===== config.mk =====
export PLATFORM = sky130hd
export DESIGN_NAME = audio_port_irq_unit
export DESIGN_NICKNAME = d
export VERILOG_FILES = /design/src/rtl/apiu_pkg.sv /design/src/rtl/apiu_flag_bank.sv /design/src/rtl/apiu_level_cmp.sv /design/src/rtl/apiu_regfile.sv /design/src/rtl/audio_port_irq_unit.sv
export SDC_FILE = /design/constraint.sdc
export NUM_CORES = 1
export LEC_CHECK = 0
export BUFFER_PORTS_ARGS = -buffer_cell sky130_fd_sc_hd__buf_2
export CAP_MARGIN = 15
export CORE_AREA = 2 2 68 70
export CTS_CLUSTER_SIZE = 8
export DETAILED_ROUTE_END_ITERATION = 12
export DIE_AREA = 0 0 70 72
export GPL_ROUTABILITY_DRIVEN = 0
export PLACE_DENSITY = 0.75
export SETUP_SLACK_MARGIN = 0.15
export SLEW_MARGIN = 20
export SYNTH_ARGS = -nofsm -noshare
export SYNTH_HDL_FRONTEND = slang
export SYNTH_SLANG_ARGS = --single-unit

===== constraint.sdc =====
create_clock -name clk_i -period 2.05 [get_ports clk_i]
set_input_delay 0.3075 -clock clk_i [delete_from_list [all_inputs] [get_ports clk_i]]
set_output_delay 0.3075 -clock clk_i [all_outputs]
set_load 0.02 [all_outputs]

===== src/rtl/apiu_pkg.sv =====
package apiu_pkg;
  localparam int unsigned DATA_W    = 32;
  localparam int unsigned STK_LO    = 3;
  localparam int unsigned STK_HI    = 11;
  localparam int unsigned N_STK     = STK_HI - STK_LO + 1;
  localparam int unsigned FRAME_IDX = 8 - STK_LO;
  localparam int unsigned EN_W      = 11;
  localparam int unsigned THR_LSB   = 5;
  localparam int unsigned THR_W     = 4;

  typedef enum logic [1:0] {
    ADDR_STAT = 2'd0,
    ADDR_EN   = 2'd1,
    ADDR_CLR  = 2'd2,
    ADDR_CFG  = 2'd3
  } reg_sel_e;
endpackage


===== src/rtl/apiu_flag_bank.sv =====
module apiu_flag_bank #(
  parameter int unsigned N        = 9,
  parameter int unsigned GATE_IDX = 5
) (
  input  logic         clk_i,
  input  logic         rst_ni,
  input  logic [N-1:0] set_i,
  input  logic [N-1:0] clr_i,
  input  logic         gate_en_i,
  output logic [N-1:0] flag_o
);
  logic [N-1:0] flag_q;
  logic [N-1:0] flag_d;
  logic [N-1:0] set_eff;

  for (genvar i = 0; i < N; i++) begin : g_bit
    if (i == GATE_IDX) begin : g_gated
      assign set_eff[i] = set_i[i] & gate_en_i;
    end else begin : g_plain
      assign set_eff[i] = set_i[i];
    end

    always_comb begin
      flag_d[i] = flag_q[i];
      if (clr_i[i])   flag_d[i] = 1'b0;
      if (set_eff[i]) flag_d[i] = 1'b1;
    end

    always_ff @(posedge clk_i or negedge rst_ni) begin
      if (!rst_ni) flag_q[i] <= 1'b0;
      else if (set_eff[i] | clr_i[i]) flag_q[i] <= flag_d[i];
    end
  end

  assign flag_o = flag_q;
endmodule


===== src/rtl/apiu_level_cmp.sv =====
module apiu_level_cmp #(
  parameter int unsigned DEPTH = 16,
  parameter int unsigned LVL_W = 5,
  parameter int unsigned THR_W = 4
) (
  input  logic [LVL_W-1:0] rx_level_i,
  input  logic [LVL_W-1:0] tx_level_i,
  input  logic [THR_W-1:0] thr_i,
  output logic             rx_rdy_o,
  output logic             tx_rdy_o,
  output logic             dup_rdy_o
);
  localparam int unsigned CW = ((LVL_W > THR_W) ? LVL_W : THR_W) + 1;
  localparam logic [CW-1:0] DEPTH_C = CW'(DEPTH);

  logic [CW-1:0] pkt;
  logic [CW-1:0] tx_free;

  always_comb begin
    pkt       = CW'(thr_i) + CW'(1);
    tx_free   = DEPTH_C - CW'(tx_level_i);
    rx_rdy_o  = CW'(rx_level_i) >= pkt;
    tx_rdy_o  = (CW'(tx_level_i) <= DEPTH_C) && (tx_free >= pkt);
    dup_rdy_o = rx_rdy_o & tx_rdy_o;
  end
endmodule


===== src/rtl/apiu_regfile.sv =====
module apiu_regfile
  import apiu_pkg::*;
(
  input  logic              clk_i,
  input  logic              rst_ni,
  input  logic              we_i,
  input  logic [1:0]        addr_i,
  input  logic [DATA_W-1:0] wdata_i,
  input  logic [DATA_W-1:0] status_i,
  output logic [DATA_W-1:0] rdata_o,
  output logic [EN_W-1:0]   en_o,
  output logic [THR_W-1:0]  thr_o,
  output logic [N_STK-1:0]  clr_o
);
  logic [EN_W-1:0]  en_q,  en_d;
  logic [THR_W-1:0] thr_q, thr_d;
  logic             en_ce, thr_ce;

  always_comb begin
    en_ce  = we_i && (addr_i == ADDR_EN);
    thr_ce = we_i && (addr_i == ADDR_CFG);
    en_d   = wdata_i[EN_W-1:0];
    thr_d  = wdata_i[THR_LSB +: THR_W];
    clr_o  = (we_i && (addr_i == ADDR_CLR)) ? wdata_i[STK_HI:STK_LO] : '0;
  end

  always_ff @(posedge clk_i or negedge rst_ni) begin
    if (!rst_ni) en_q <= '0;
    else if (en_ce) en_q <= en_d;
  end

  always_ff @(posedge clk_i or negedge rst_ni) begin
    if (!rst_ni) thr_q <= '0;
    else if (thr_ce) thr_q <= thr_d;
  end

  always_comb begin
    rdata_o = '0;
    unique case (addr_i)
      ADDR_STAT: rdata_o = status_i;
      ADDR_EN:   rdata_o[EN_W-1:0] = en_q;
      ADDR_CLR:  rdata_o = '0;
      ADDR_CFG:  rdata_o[THR_LSB +: THR_W] = thr_q;
      default:   rdata_o = '0;
    endcase
  end

  assign en_o  = en_q;
  assign thr_o = thr_q;
endmodule


===== src/rtl/audio_port_irq_unit.sv =====
module audio_port_irq_unit
  import apiu_pkg::*;
#(
  parameter int unsigned FIFO_DEPTH = 16,
  parameter int unsigned LVL_W      = $clog2(FIFO_DEPTH + 1)
) (
  input  logic              clk_i,
  input  logic              rst_ni,
  input  logic              reg_we_i,
  input  logic [1:0]        reg_addr_i,
  input  logic [DATA_W-1:0] reg_wdata_i,
  output logic [DATA_W-1:0] reg_rdata_o,
  input  logic [N_STK-1:0]  ev_pulse_i,
  input  logic              clk_slave_i,
  input  logic [LVL_W-1:0]  rx_level_i,
  input  logic [LVL_W-1:0]  tx_level_i,
  input  logic              tx_done_i,
  input  logic [1:0]        rx_pack_lvl_i,
  input  logic              rx_word_ne_i,
  output logic              irq_o
);
  logic [N_STK-1:0]  sticky;
  logic [N_STK-1:0]  clr_vec;
  logic [EN_W-1:0]   en_q;
  logic [THR_W-1:0]  thr_q;
  logic              rx_rdy, tx_rdy, dup_rdy;
  logic [DATA_W-1:0] status_w;

  apiu_flag_bank #(.N(N_STK), .GATE_IDX(FRAME_IDX)) u_flags (
    .clk_i     (clk_i),
    .rst_ni    (rst_ni),
    .set_i     (ev_pulse_i),
    .clr_i     (clr_vec),
    .gate_en_i (clk_slave_i),
    .flag_o    (sticky)
  );

  apiu_level_cmp #(.DEPTH(FIFO_DEPTH), .LVL_W(LVL_W), .THR_W(THR_W)) u_lvl (
    .rx_level_i (rx_level_i),
    .tx_level_i (tx_level_i),
    .thr_i      (thr_q),
    .rx_rdy_o   (rx_rdy),
    .tx_rdy_o   (tx_rdy),
    .dup_rdy_o  (dup_rdy)
  );

  always_comb begin
    status_w                 = '0;
    status_w[0]              = rx_rdy;
    status_w[1]              = tx_rdy;
    status_w[2]              = dup_rdy;
    status_w[STK_HI:STK_LO]  = sticky;
    status_w[12]             = tx_done_i;
    status_w[14:13]          = rx_pack_lvl_i;
    status_w[15]             = rx_word_ne_i;
  end

  apiu_regfile u_regs (
    .clk_i    (clk_i),
    .rst_ni   (rst_ni),
    .we_i     (reg_we_i),
    .addr_i   (reg_addr_i),
    .wdata_i  (reg_wdata_i),
    .status_i (status_w),
    .rdata_o  (reg_rdata_o),
    .en_o     (en_q),
    .thr_o    (thr_q),
    .clr_o    (clr_vec)
  );

  assign irq_o = |(status_w[EN_W-1:0] & en_q);
endmodule


# After elaboration in Yosys (flattened, before gate mapping)
# Cells that the tools add are included.
# Widths: inputs -> output; s select.
# totals
inputBits	61
regBits	24
output_inout_bits	33
# op_classes
magnitude_cmp	3
addsub	2
n_bitwise	12
mux	23
n_reduce_logical	24
n_eq_ne	3
# ops
cell	count
$mux 1	18
$reduce_and 2->1	9
$reduce_bool 2->1	9
$pmux 4 s4	1
$and 11x11->11	1
$reduce_or 11->1	1
$pmux 5 s2	1
$mux 9	1
$or 1x1->1	9
$ge 5x6->1	1
$ge 6x6->1	1
$sub 5x5->6 const A	1
$add 4x1->5 const B	1
$le 5x5->1 const B	1
$mux 5	1
$eq 2x2->1 const B	2
$logic_and 1x1->1	4
$pmux 2 s2	1
$and 1x1->1	2
$eq 2x1->1 const B	1
$logic_not 2->1	1

# Logic depth before layout (Yosys ltp)
# logic_depth
depth_word	6
mapped_depth	9

# Hierarchy
# A second synthesis with hierarchy kept.
# hier_totals
cells_unflattened	170
area_unflattened_um2	1704.1
# modules_own_cells
module	area_per_inst_um2	cells_per_inst	n_inst	seq_area_each_um2
apiu_regfile	962.2	92	1	375.4
apiu_level_cmp	351.6	42	1	0.0
apiu_flag_bank	327.8	28	1	225.2
audio_port_irq_unit	62.6	8	1	0.0

# Least setup slack after synthesis
# Ideal clock, no wire load.
# synth_timing
path_kind	input-to-output
startpoint	input port tx_level_i[0]
endpoint	output port reg_rdata_o[2]
slack_ns	-0.277
path_stages	9
n_path_buf	0
arrival_time_ns	2.020
path_cell_list	inv_1 -> ha_1 -> nor3b_1 -> ha_1 -> ha_1 -> nand3_1 -> o21ai_2 -> nand4b_1 -> a21oi_1
# synth_via
elab_chain_len	5
elab_cells_between_ends	6
classes_between	add/sub (1); order compare (2); mux (1); bitwise (1); reduce/logical (1)
# synth_rtl
element	line_no	text
start: declaration	audio_port_irq_unit.sv:16	input logic [LVL_W-1:0] tx_level_i,
$sub 5x5->6	apiu_level_cmp.sv:21	tx_free = DEPTH_C - CW'(tx_level_i);
$ge 6x6->1	apiu_level_cmp.sv:23	tx_rdy_o = (CW'(tx_level_i) <= DEPTH_C) && (tx_free >= pkt);
$logic_and 1x1->1 (*)	apiu_level_cmp.sv:23	
$and 1x1->1 (*)	apiu_level_cmp.sv:24	dup_rdy_o = rx_rdy_o & tx_rdy_o;
$pmux 5 s2 (*)	apiu_regfile.sv:39	unique case (addr_i)
end: declaration	audio_port_irq_unit.sv:12	output logic [DATA_W-1:0] reg_rdata_o,
# Mark *: on every way between the ends. The rest lies on a longest branch, timed or not.

# Worst setup path after layout
# layout_timing
startpoint	register u_regs.thr_q[0], in the netlist u_regs.thr_o[0]
endpoint	output port reg_rdata_o[1]
# layout_via
elab_chain_len	4
# layout_rtl
element	line_no	text
start: declaration	apiu_regfile.sv:16	logic [THR_W-1:0] thr_q, thr_d;
start signal: assignment	apiu_regfile.sv:34	else if (thr_ce) thr_q <= thr_d;
$add 4x1->5	apiu_level_cmp.sv:20	pkt = CW'(thr_i) + CW'(1);
$ge 6x6->1	apiu_level_cmp.sv:23	
$logic_and 1x1->1	apiu_level_cmp.sv:23	
$pmux 5 s2	apiu_regfile.sv:39	
# No other way between the ends.

==> results by group <==
Routing
  • DR top layer: met4
  • Detailed Route Iter0 Violations: 28
  • Avg WL per Cell: 12.9 um
  • DRT antenna net count: 0
  • Routed WL: 3710 um
  • Met2 wire length: approximately 1900 um
  • TritonRoute pass-1 iters: 4
  • Metal-1 WL: between 1500 and 2000 um
  • DR vias: 1410
  • Met3 wire len: 218 um
  • Remaining DRCs: 0
  • Routed vias/inst: 4.90

Synth
  • Synth area leader: dfrtp_1
  • #FFs+latches synth: 24
  • Mean area per synthesized cell: around 10 um2
  • Post-synth EDFFs: 0
  • Synthesized instance count: 167
  • Sequential share of the synthesized area: 36.1%
  • Synth top area cells: dfrtp_1 36%, ha_1 9.8%, buf_4 7.2%
  • Cell variety after synth: 35
  • Synth Cell Area: 1660 um2
  • Yosys warns: 0
  • Top cell type's share of synthesized area: 36.1%
  • Ys flop type: dfrtp_1
  • Asr flop ratio synth: 100%

Timing
  • Post-layout min period: around 2500 ps
  • Fin worst setup slack: -403 ps
  • Clock skew: 0 ps
  • Fin. Hold Viols: 0
  • Max Freq: 408 MHz
  • Hold slack final: 11.9 ps
  • Final setup fails: 4
  • RSZ-0062 raised after global routing: yes
  • Slew HR: between 60 and 70%
  • Period Utilization, post-route: 120%
  • Fin. max-slew vios: 0
  • Actual slew at the worst max-slew pin: 542 ps

Clock tree
  • Worst-path clk slew: 80 ps
  • TritonCTS Buffers: 3
  • Clk sink count: 24
  • Worst-Skew Late Latency: 270 ps
  • Clock buffer depth: 2
  • Clock root buffer: clkbuf_8
  • Clock tree from TritonCTS: yes
  • H-tree lvl count: 1
  • CTS Hold Bufs: 0

GRT
  • Vias in the first global route: 1344
  • Largest net degree at the start of global routing: 25
  • Initial antenna violation count: 0
  • Total track usage: approximately 15%
  • First-pass GRT wire length: 6220 um
  • Gr ovfl total: 0

Critical path
  • CP arrival: roughly 2200 ps
  • Critical R2R Capture: u_regs.thr_o[2]$_DFFE_PN0P_
  • FF-to-FF Start: u_regs.thr_o[2]$_DFFE_PN0P_
  • Reg-to-reg slack, setup: 960 ps
  • Crit path largest cell delay: 430 ps
  • Cell family with most CP delay: compound AO/OA/AOI/OAI gates
  • Worst-path cell chain: nand3_4 > xor2_2 > ha_1 > a21o_1 > a221oi_2 > o21ai_2 > nand3b_1 > a21oi_4 > buf_6
  • CP required: 1740 ps
  • Worst r2r path cells: 3
  • CP Max Fanout: 4
  • WS Path Type: reg -> out
  • Crit end category: output pin
  • CP Buf/Inv Count: 1
  • Startpoint Class: register
  • Worst setup startpoint: u_regs.thr_o[0]$_DFFE_PN0P_
  • Critical path's slowest cell: dfrtp_2

Power
  • Clock network fraction of total power: 17.9%
  • Power Density: just under 700 nW/um2
  • Sw Ratio: between 30% and 40%
  • Maximum vdd drop: 501 uV
  • Gate power share: 43.4%
  • Sequential Power Share: 38.7%
  • Total power: 0.00156 W
  • Internal: 0.00101 W
  • Static Leak: around 1.1 nW
  • NetSw: 0.000547 W

Outcome
  • Failing checks: setup timing
  • Status: complete, but fails checks

Die
  • Starting density of the core: 39.0%
  • I/O pin count: 94
  • Die Y: approximately 72 um
  • CORE AREA: 4260 um2
  • Row count: 24
  • Die width: 70 um
  • Total Die Area: ~5000 um2

Finish
  • Area Growth Syn to Fin: 38.4%
  • Final nets: 312
  • N_diodes: 0
  • Final cell count without fillers: ~290
  • Fraction of layout cells with a size suffix above 1: 47.5%
  • Fin area: 2300 um2

Hold path
  • Hold WC Path Type: in -> async

Placement
  • Dpl cells: around 280
  • IO Port Bufs: 57
  • DPL Wire Length: 2960 um
  • Placed Area: 2110 um2

Run
  • Maxcap violations: 0
-- layer usage --
metal | global-route usage (%) | vias up
met1 | 19.8 | 655
li1 | - | 696
met4 | 5.77 | 0
met3 | 2.36 | 5
met2 | 26.7 | 54
met5 | 0 | -
-- cells in the mapped netlist, types with 2 or more instances --
| cell | instances |
|---|---|
| a21oi_1 | 5 |
| nand3b_1 | 2 |
| ha_1 | 13 |
| inv_1 | 5 |
| clkbuf_1 | 3 |
| nand3_1 | 11 |
| xor2_1 | 2 |
| mux2i_1 | 9 |
| buf_2 | 2 |
| xnor2_1 | 3 |
| a21o_1 | 10 |
| o21ai_1 | 5 |
| dfrtp_1 | 24 |
| nand2b_1 | 2 |
| mux2_2 | 9 |
| a22o_1 | 2 |
| mux2_1 | 6 |
| and2_1 | 5 |
| buf_4 | 16 |
| nand2_1 | 12 |
| nor2_1 | 6 |
| a22oi_1 | 2 |
-- sequential cells by signal (all words and copies together), names as in the netlist --
register / count
u_regs.en_o: 11
u_regs.thr_o: 4
u_flags.flag_o: 9
-- cells by family (layout without fill, tap and decap cells) --
logic type,count (synthesis),after routing,share of synthesized area [%]
xor gates and xnor gates,5,5,2.63
muxes,24,24,15.6
AOI/OAI and AO/OA,28,28,11.8
and+or+nand+nor,45,45,14.1
buffers and inverters,27,81,9.85
DFF,24,24,36.1
adders and majority gates,13,13,9.77
other,1,16,0.225
-- metrics by stage --
stage | setup TNS [ps] | setup WS (ps) | utilization (%)
final | -1530 | -403 | 54.0
after global routing | -2080 | -559 | 54.0
after CTS | -1670 | -446 | 52.7
after detailed placement | -1370 | -409 | 49.4
after global placement | -1210 | -371 | 49.4
after floorplan | -139 | -102 | -
-- power by group through the flow --
stage / sequential (W) / clock [W] / combinational (W)
after floorplan: 0.000591 / 0 / 0.000392
after global placement: 0.000601 / 0 / 0.000534
after detailed placement: 0.000604 / 0 / 0.000557
after CTS: 0.000596 / 0.000287 / 0.000642
after global routing: 0.000617 / 0.000303 / 0.000749
final: 0.000604 / 0.000280 / 0.000678
-- cell type report --
type / instances / area [um2]
tap: 52 / 65.1
clock buffer: 3 / 41.3
sequential: 24 / 604
inverter: 5 / 38.8
multi-input combinational: 131 / 1120
timing repair buffer: 73 / 434
fill: 390 / 1960
-- worst max path at each step --
stage | endpoint | slack [ps] | cells after the start
6_report | reg_rdata_o[1] | -400 | 9
3_5_place_dp | reg_rdata_o[1] | -410 | 11
4_1_cts | reg_rdata_o[1] | -450 | 9
5_1_grt | reg_rdata_o[2] | -560 | 10
2_1_floorplan | reg_rdata_o[2] | -100 | 9
3_3_place_gp | reg_rdata_o[2] | -370 | 11
-- cell usage in the layout, fill, tap and decap left out, types with 2 or more instances in the layout --
cell      count
dfrtp_2       3
mux2i_1       9
a21oi_1       2
mux2_1        6
and2_1        5
a21oi_2       2
ha_4          4
buf_6         5
nor2_1        5
nand2_1      11
a22o_1        2
buf_2        53
clkbuf_8      3
nand3_2       2
a22oi_1       2
buf_4        15
inv_1         3
nand2b_1      2
conb_1       16
a21o_1       10
nand3b_1      2
xor2_2        2
xnor2_1       2
dfrtp_1      21
nand3_1       8
mux2_2        9
ha_1          8
o21ai_1       4
-- timing repair --
item                                    in CTS  in global routing
endpoints found under the setup margin       4                  4
pin swaps                                   12                  8
gates resized for setup                     13                 12
setup buffers                                4                  0
gates cloned                                 0                  0
No activity file was read; power rests on OpenSTA's default activity.
